`config.mk`:
```
export PLATFORM = sky130hd
export DESIGN_NAME = irq_entry_seq
export DESIGN_NICKNAME = d
export VERILOG_FILES = /design/src/rtl/irq_entry_pkg.sv /design/src/rtl/irq_gate.sv /design/src/rtl/byte_selector.sv /design/src/rtl/push_sequencer.sv /design/src/rtl/irq_entry_seq.sv
export SDC_FILE = /design/constraint.sdc
export NUM_CORES = 1
export LEC_CHECK = 0
export CELL_PAD_IN_SITES_DETAIL_PLACEMENT = 2
export CELL_PAD_IN_SITES_GLOBAL_PLACEMENT = 2
export CORE_UTILIZATION = 39
export CTS_CLUSTER_SIZE = 28
export DETAILED_ROUTE_END_ITERATION = 10
export DONT_BUFFER_PORTS = 1
export PLACE_DENSITY_LB_ADDON = 0.1
export SLEW_MARGIN = 20
export SYNTH_ARGS = -nofsm -noshare
export SYNTH_HDL_FRONTEND = slang
export SYNTH_SLANG_ARGS = --single-unit
```
`constraint.sdc`:
```
create_clock -name clk -period 4.65 [get_ports clk]
set_input_delay 0.465 -clock clk [delete_from_list [all_inputs] [get_ports clk]]
set_output_delay 0.465 -clock clk [all_outputs]
set_load 0.01 [all_outputs]
```
`src/rtl/irq_entry_pkg.sv`:
```
// Shared state encodings for the interrupt entry sequencer.
package irq_entry_pkg;

    // Boundary gate: waiting, acknowledging, or handing over to the pusher.
    typedef enum logic [1:0] {
        GATE_IDLE = 2'd0,
        GATE_ACK  = 2'd1,
        GATE_BUSY = 2'd2
    } gate_state_t;

    // Push engine: idle, byte write (held on wait), SP step, PC load.
    typedef enum logic [1:0] {
        PUSH_IDLE  = 2'd0,
        PUSH_WRITE = 2'd1,
        PUSH_STEP  = 2'd2,
        PUSH_LOAD  = 2'd3
    } push_state_t;

endpackage

```
`src/rtl/irq_gate.sv`:
```
// Boundary decision and acknowledge handshake.
// What: at each boundary, fetch or acknowledge; keep acknowledging while the
// request stays high and latch the vector each such cycle; start the entry
// sequence on release, or at once on a trap tag in idle.
// Assumes: boundary_i takes priority over a trap request in the same cycle;
// seq_done_i pulses once at the end of each started sequence.
module irq_gate
    import irq_entry_pkg::*;
#(
    parameter int DATA_W = 16,
    parameter int TAG_W  = 4
) (
    input  logic              clk,
    input  logic              rst_n,
    input  logic              boundary_i,
    input  logic              ie_i,
    input  logic              int_i,
    input  logic              trap_valid_i,
    input  logic [TAG_W-1:0]  op_tag_i,
    input  logic [DATA_W-1:0] vec_i,
    input  logic              seq_done_i,
    output logic              inta_o,
    output logic              fetch_go_o,
    output logic              start_o,
    output logic [DATA_W-1:0] vec_o
);

    localparam logic [TAG_W-1:0] TRAP_TAG = {TAG_W{1'b1}};

    gate_state_t       state_q, state_d;
    logic [DATA_W-1:0] vec_q;
    logic              trap_hit;

    // Trap detection on the opcode tag.
    assign trap_hit = trap_valid_i && (op_tag_i == TRAP_TAG);

    // Next-state and per-cycle outputs of the gate.
    always_comb begin
        state_d    = state_q;
        inta_o     = 1'b0;
        fetch_go_o = 1'b0;
        start_o    = 1'b0;
        unique case (state_q)
            GATE_IDLE: begin
                if (boundary_i) begin
                    if (ie_i && int_i) begin
                        inta_o  = 1'b1;
                        state_d = GATE_ACK;
                    end else begin
                        fetch_go_o = 1'b1;
                    end
                end else if (trap_hit) begin
                    start_o = 1'b1;
                    state_d = GATE_BUSY;
                end
            end
            GATE_ACK: begin
                if (int_i) begin
                    inta_o = 1'b1;
                end else begin
                    start_o = 1'b1;
                    state_d = GATE_BUSY;
                end
            end
            GATE_BUSY: begin
                if (seq_done_i) begin
                    state_d = GATE_IDLE;
                end
            end
            default: state_d = GATE_IDLE;
        endcase
    end

    // State register and vector capture on every acknowledge cycle.
    always_ff @(posedge clk) begin
        if (!rst_n) begin
            state_q <= GATE_IDLE;
            vec_q   <= '0;
        end else begin
            state_q <= state_d;
            if (inta_o) begin
                vec_q <= vec_i;
            end
        end
    end

    assign vec_o = vec_q;

endmodule

```
`src/rtl/byte_selector.sv`:
```
// Byte lane picker.
// What: splits a frame into byte lanes, lane 0 at the least significant end,
// and returns the lane named by sel_i.
// Assumes: sel_i is below LANES.
module byte_selector #(
    parameter int BYTE_W = 8,
    parameter int LANES  = 4,
    parameter int IDX_W  = 2
) (
    input  logic [LANES*BYTE_W-1:0] frame_i,
    input  logic [IDX_W-1:0]        sel_i,
    output logic [BYTE_W-1:0]       byte_o
);

    logic [BYTE_W-1:0] lane [LANES];

    // One slice per lane.
    generate
        for (genvar g = 0; g < LANES; g++) begin : g_lane
            assign lane[g] = frame_i[g*BYTE_W +: BYTE_W];
        end
    endgenerate

    // Lane mux.
    assign byte_o = lane[sel_i];

endmodule

```
`src/rtl/push_sequencer.sv`:
```
// Stack push and vector load engine.
// What: on start, snapshots status and PC, writes them low byte first to the
// address on sp_i (status first), requests one SP increment after each
// accepted byte, then clears the flags and loads the PC from vec_i.
// Assumes: sp_i changes only in response to sp_inc_o; vec_i is stable while
// a sequence runs.
module push_sequencer
    import irq_entry_pkg::*;
#(
    parameter int DATA_W = 16,
    parameter int BYTE_W = 8
) (
    input  logic              clk,
    input  logic              rst_n,
    input  logic              start_i,
    input  logic [DATA_W-1:0] status_i,
    input  logic [DATA_W-1:0] pc_i,
    input  logic [DATA_W-1:0] sp_i,
    input  logic [DATA_W-1:0] vec_i,
    input  logic              mem_wait_i,
    output logic              mem_we_o,
    output logic [DATA_W-1:0] mem_addr_o,
    output logic [BYTE_W-1:0] mem_data_o,
    output logic              sp_inc_o,
    output logic              flags_clr_o,
    output logic              pc_load_o,
    output logic [DATA_W-1:0] pc_val_o,
    output logic              done_o
);

    localparam int BYTES_PER_WORD = DATA_W / BYTE_W;
    localparam int TOTAL_BYTES    = 2 * BYTES_PER_WORD;
    localparam int IDX_W          = $clog2(TOTAL_BYTES);
    localparam logic [IDX_W-1:0] LAST_IDX = IDX_W'(TOTAL_BYTES - 1);

    push_state_t         state_q, state_d;
    logic [2*DATA_W-1:0] frame_q;
    logic [IDX_W-1:0]    idx_q;
    logic [BYTE_W-1:0]   cur_byte;

    // Current byte of the snapshot frame.
    byte_selector #(
        .BYTE_W (BYTE_W),
        .LANES  (TOTAL_BYTES),
        .IDX_W  (IDX_W)
    ) u_pick (
        .frame_i (frame_q),
        .sel_i   (idx_q),
        .byte_o  (cur_byte)
    );

    // Next-state and per-cycle strobes of the engine.
    always_comb begin
        state_d     = state_q;
        mem_we_o    = 1'b0;
        sp_inc_o    = 1'b0;
        flags_clr_o = 1'b0;
        pc_load_o   = 1'b0;
        done_o      = 1'b0;
        unique case (state_q)
            PUSH_IDLE: begin
                if (start_i) begin
                    state_d = PUSH_WRITE;
                end
            end
            PUSH_WRITE: begin
                mem_we_o = 1'b1;
                if (!mem_wait_i) begin
                    state_d = PUSH_STEP;
                end
            end
            PUSH_STEP: begin
                sp_inc_o = 1'b1;
                state_d  = (idx_q == LAST_IDX) ? PUSH_LOAD : PUSH_WRITE;
            end
            PUSH_LOAD: begin
                flags_clr_o = 1'b1;
                pc_load_o   = 1'b1;
                done_o      = 1'b1;
                state_d     = PUSH_IDLE;
            end
            default: state_d = PUSH_IDLE;
        endcase
    end

    // State, byte index and snapshot registers.
    always_ff @(posedge clk) begin
        if (!rst_n) begin
            state_q <= PUSH_IDLE;
            idx_q   <= '0;
            frame_q <= '0;
        end else begin
            state_q <= state_d;
            if (state_q == PUSH_IDLE && start_i) begin
                frame_q <= {pc_i, status_i};
            end
            if (state_q == PUSH_STEP) begin
                idx_q <= (idx_q == LAST_IDX) ? '0 : idx_q + IDX_W'(1);
            end
        end
    end

    assign mem_addr_o = mem_we_o ? sp_i : '0;
    assign mem_data_o = mem_we_o ? cur_byte : '0;
    assign pc_val_o   = pc_load_o ? vec_i : '0;

endmodule

```
`src/rtl/irq_entry_seq.sv`:
```
// Interrupt acknowledge and entry sequencer, top level.
// What: joins the boundary gate to the push engine; the gate's held vector
// feeds the PC load and the engine's done pulse releases the gate.
// Assumes: the register file applies sp_inc_o, flags_clr_o and pc_load_o in
// the cycle they are raised.
module irq_entry_seq #(
    parameter int DATA_W = 16,
    parameter int BYTE_W = 8,
    parameter int TAG_W  = 4
) (
    input  logic              clk,
    input  logic              rst_n,
    input  logic              boundary_i,
    input  logic              ie_i,
    input  logic              int_i,
    output logic              inta_o,
    input  logic [DATA_W-1:0] vec_i,
    input  logic              trap_valid_i,
    input  logic [TAG_W-1:0]  op_tag_i,
    output logic              fetch_go_o,
    input  logic [DATA_W-1:0] status_i,
    input  logic [DATA_W-1:0] pc_i,
    input  logic [DATA_W-1:0] sp_i,
    output logic              sp_inc_o,
    output logic              flags_clr_o,
    output logic              pc_load_o,
    output logic [DATA_W-1:0] pc_val_o,
    output logic              mem_we_o,
    output logic [DATA_W-1:0] mem_addr_o,
    output logic [BYTE_W-1:0] mem_data_o,
    input  logic              mem_wait_i,
    output logic              done_o
);

    logic              seq_start;
    logic [DATA_W-1:0] vec_held;

    // Boundary decision and handshake.
    irq_gate #(
        .DATA_W (DATA_W),
        .TAG_W  (TAG_W)
    ) u_gate (
        .clk          (clk),
        .rst_n        (rst_n),
        .boundary_i   (boundary_i),
        .ie_i         (ie_i),
        .int_i        (int_i),
        .trap_valid_i (trap_valid_i),
        .op_tag_i     (op_tag_i),
        .vec_i        (vec_i),
        .seq_done_i   (done_o),
        .inta_o       (inta_o),
        .fetch_go_o   (fetch_go_o),
        .start_o      (seq_start),
        .vec_o        (vec_held)
    );

    // Stack pushes and vector load.
    push_sequencer #(
        .DATA_W (DATA_W),
        .BYTE_W (BYTE_W)
    ) u_push (
        .clk         (clk),
        .rst_n       (rst_n),
        .start_i     (seq_start),
        .status_i    (status_i),
        .pc_i        (pc_i),
        .sp_i        (sp_i),
        .vec_i       (vec_held),
        .mem_wait_i  (mem_wait_i),
        .mem_we_o    (mem_we_o),
        .mem_addr_o  (mem_addr_o),
        .mem_data_o  (mem_data_o),
        .sp_inc_o    (sp_inc_o),
        .flags_clr_o (flags_clr_o),
        .pc_load_o   (pc_load_o),
        .pc_val_o    (pc_val_o),
        .done_o      (done_o)
    );

endmodule

```
==> flow_summary.ini <==
[power]
power_density_nw_per_um2 = 337
p_total_mw = 0.839
p_switching_mw = 0.180
power.share.sequential_pct = 57.8
p_int_mw = 0.659
switching_share_pct = 21.4
clkPwrFrac_pct = 36.5
leakagePower_nw = 0.947
ir_drop_v = 0.000145
comb_power_share_pct = 5.7

[drt]
ant_nets = 0
met2_length_um = 2980
top_layer = met4
wl_met3_um = 375
routed_wirelength_um = 5730
drc_errors = 0
wl_met1_um = 2250
drt_iter0_markers = 60
num_vias = 1611
wl_per_cell_um = 20.4
first_pass_iters = 2
via_per_inst = 5.73

[synthesis]
yosys-top-cells-area = dfxtp_1 45%, a22o_1 12%, mux2i_1 7.5%, mux4_2 7.5%, and2_1 6.8%
syn-num-nets = 294
syn_avg_cell_area_um2 = 11.0
post_synth_num_cell_types = 27
synth_top_area_share_pct = 45.1
netlist.top_cell.by_area = dfxtp_1
synth.cell_area_um2 = 2400
postSynthCellCount = 218
yosysWarnings = 0
ys_seq_area_share_pct = 45.1
ys_ff_latch = 54

[timing]
finClkSkew_ns = 0.00515
slew_headroom_pct = 38.2
max_freq_ghz = 0.378
hold_viol = 0
fin_crit_sh_pct = 56.9
final.min_clock_period_ns = 2.65
maxSlewViolCount = 0
worstMarginPinSlew_ns = 0.923
rsz0062_at_grt = false
finalSetupTns_ns = 0
finalSetupViolations = 0

[clock_tree]
postCtsSetupBuffers = 0
htree_levels = 2
root_buffer = clkbuf_8
clkLatencyLatePin_ns = 0.30
clk_pin_slew_ns = 0.09
clk_path_buf_depth = 2
cts_buffers = 5
holdBufCountCts = 0
cts_tree = done
cts.sinks = 54
cts.repair.resized = 0

[setup_path]
cp_num_buf_inv = 0
timing.rr.start = u_gate.state_q[1]
reg2reg_to = u_push.frame_q[0]
cp_slowest_stage_delay_ns = 0.87
crit_path_top_delay_cell = nor2b_2
worst_setup_path_start_kind = flop
cp_top_family = simple AND/OR/NAND/NOR gates
critPathMaxFanout = 27
regToRegSetupSlack_ns = 2.57
path_cells = nor2b_2 > and2_1
reg2regPathDepth = 4
endpoint_kind = output port
arrival_ns = 2.18
worst-setup-path-type = reg -> out
required_ns = 4.18

[global_route]
grt_pass1_vias = 1722
grt_max_degree = 33
grt.total_usage_pct = 17.6
gr-total-overflow = 0
grt_pass1_wl_um = 8500
antenna_found_initial = 0

[finish]
multi_input_area_um2 = 1180
antenna_cells = 0
fill_cells = 612
final_common_cell = dfxtp_1
seq_area_um2 = 1080
fin_nets = 281
final_cell_mix = 54 x dfxtp_1, 32 x a22o_1, 26 x and2_1
area_delta_synth_final_pct = 3.70
drive_above_1_share_pct = 10.7

[floorplanning]
pin_count = 122
coreArea_um2 = 5920
die_y_um = 80.4
die_width_um = 80.4
die_area_um2 = 6470
start_util_pct = 40.5
core.rowCount = 28

[worst_hold_path]
hold_depth = 1
hold_path.class = in -> reg
hp-start = pc_i[11]
hold_path_end = u_push.frame_q[27]

[job]
max_cap_viol_count = 0

[placed_design]
numPortBuffers = 0
dp_hpwl_um = 4090
gp_congestion = 0.757

[outcome]
status = complete, no violations
[state kept, by name (all words and copies together) (netlist names)]
| register | count |
|---|---|
| u_push.frame_q | 32 |
| u_gate.state_q | 2 |
| u_gate.vec_o | 16 |
| u_push.idx_q | 2 |
| u_push.state_q | 2 |
[final cells by class]
type                    instances  area share [%]
repair buffers                  2           0.604
multi-input cells             140            47.4
clock inverters                 2            1.51
flip-flops and latches         54            43.5
inverters                       2           0.302
clock buffers                   6            2.92
well taps                      75            3.77
[logic make-up (layout without fill, tap and decap cells)]
logic type | after synthesis | count (layout) | synth area share [%]
DFF | 54 | 54 | 45.1
AOI/OAI and AO/OA | 40 | 40 | 14.5
and+or+nand+nor | 73 | 73 | 18.8
buffers and inverters | 24 | 12 | 6.10
adders and majority gates | 1 | 1 | 0.522
muxes | 26 | 26 | 15.0
[cells in the mapped netlist]
cell type	number
mux4_2	8
a22oi_1	1
buf_2	6
a21oi_1	2
nand2_1	2
buf_6	1
clkbuf_1	9
nand4_1	1
a21boi_0	1
buf_1	1
mux2i_1	18
and2_1	26
and3_1	17
nor2b_1	21
ha_1	1
o32ai_2	1
or4b_1	1
buf_4	2
buf_8	3
dfxtp_1	54
nor3b_1	2
o21a_1	1
a22o_1	32
nor2_1	3
a21boi_2	1
o21bai_1	1
inv_1	2
[how the worst max path moves through the flow]
stage                            startpoint  cells past startpoint                 end  slack (ns)
after CTS                 u_push.state_q[0]                      2       mem_data_o[7]        1.92
after global placement           boundary_i                      4  u_push.frame_q[26]        2.27
final                     u_push.state_q[0]                      2       mem_data_o[7]        2.00
after floorplan                  boundary_i                      5   u_push.frame_q[0]        2.91
after detailed placement         boundary_i                      4   u_push.frame_q[0]        2.13
after global routing      u_push.state_q[0]                      2       mem_data_o[1]        1.82
[power by group through the flow]
stage | logic [mW] | registers, mW | clock network (mW)
after global placement | 0.0453 | 0.494 | 0
after detailed placement | 0.0488 | 0.496 | 0
after CTS | 0.0490 | 0.485 | 0.319
after floorplan | 0.0458 | 0.491 | 0
final | 0.0478 | 0.485 | 0.306
after global routing | 0.0530 | 0.486 | 0.338
[per-stage QoR]
stage	setup WS [ns]	cell area, um^2	hold WS (ns)	std cells	util (%)
after floorplan	2.91	2400	0.444	218	-
after global placement	2.27	2380	0.456	273	40.1
after detailed placement	2.13	2380	0.463	273	40.1
after CTS	1.92	2490	0.271	281	42.0
after global routing	1.82	2490	0.266	281	42.0
final	2.00	2490	0.284	281	42.0
[per-layer routing]
metal | GRT usage [%] | vias to the layer above
met1 | 19.1 | 790
met5 | 0 | -
li1 | - | 751
met3 | 4.66 | 11
met2 | 31.9 | 59
met4 | 7.14 | 0
(Power assumes the default switching activity.)
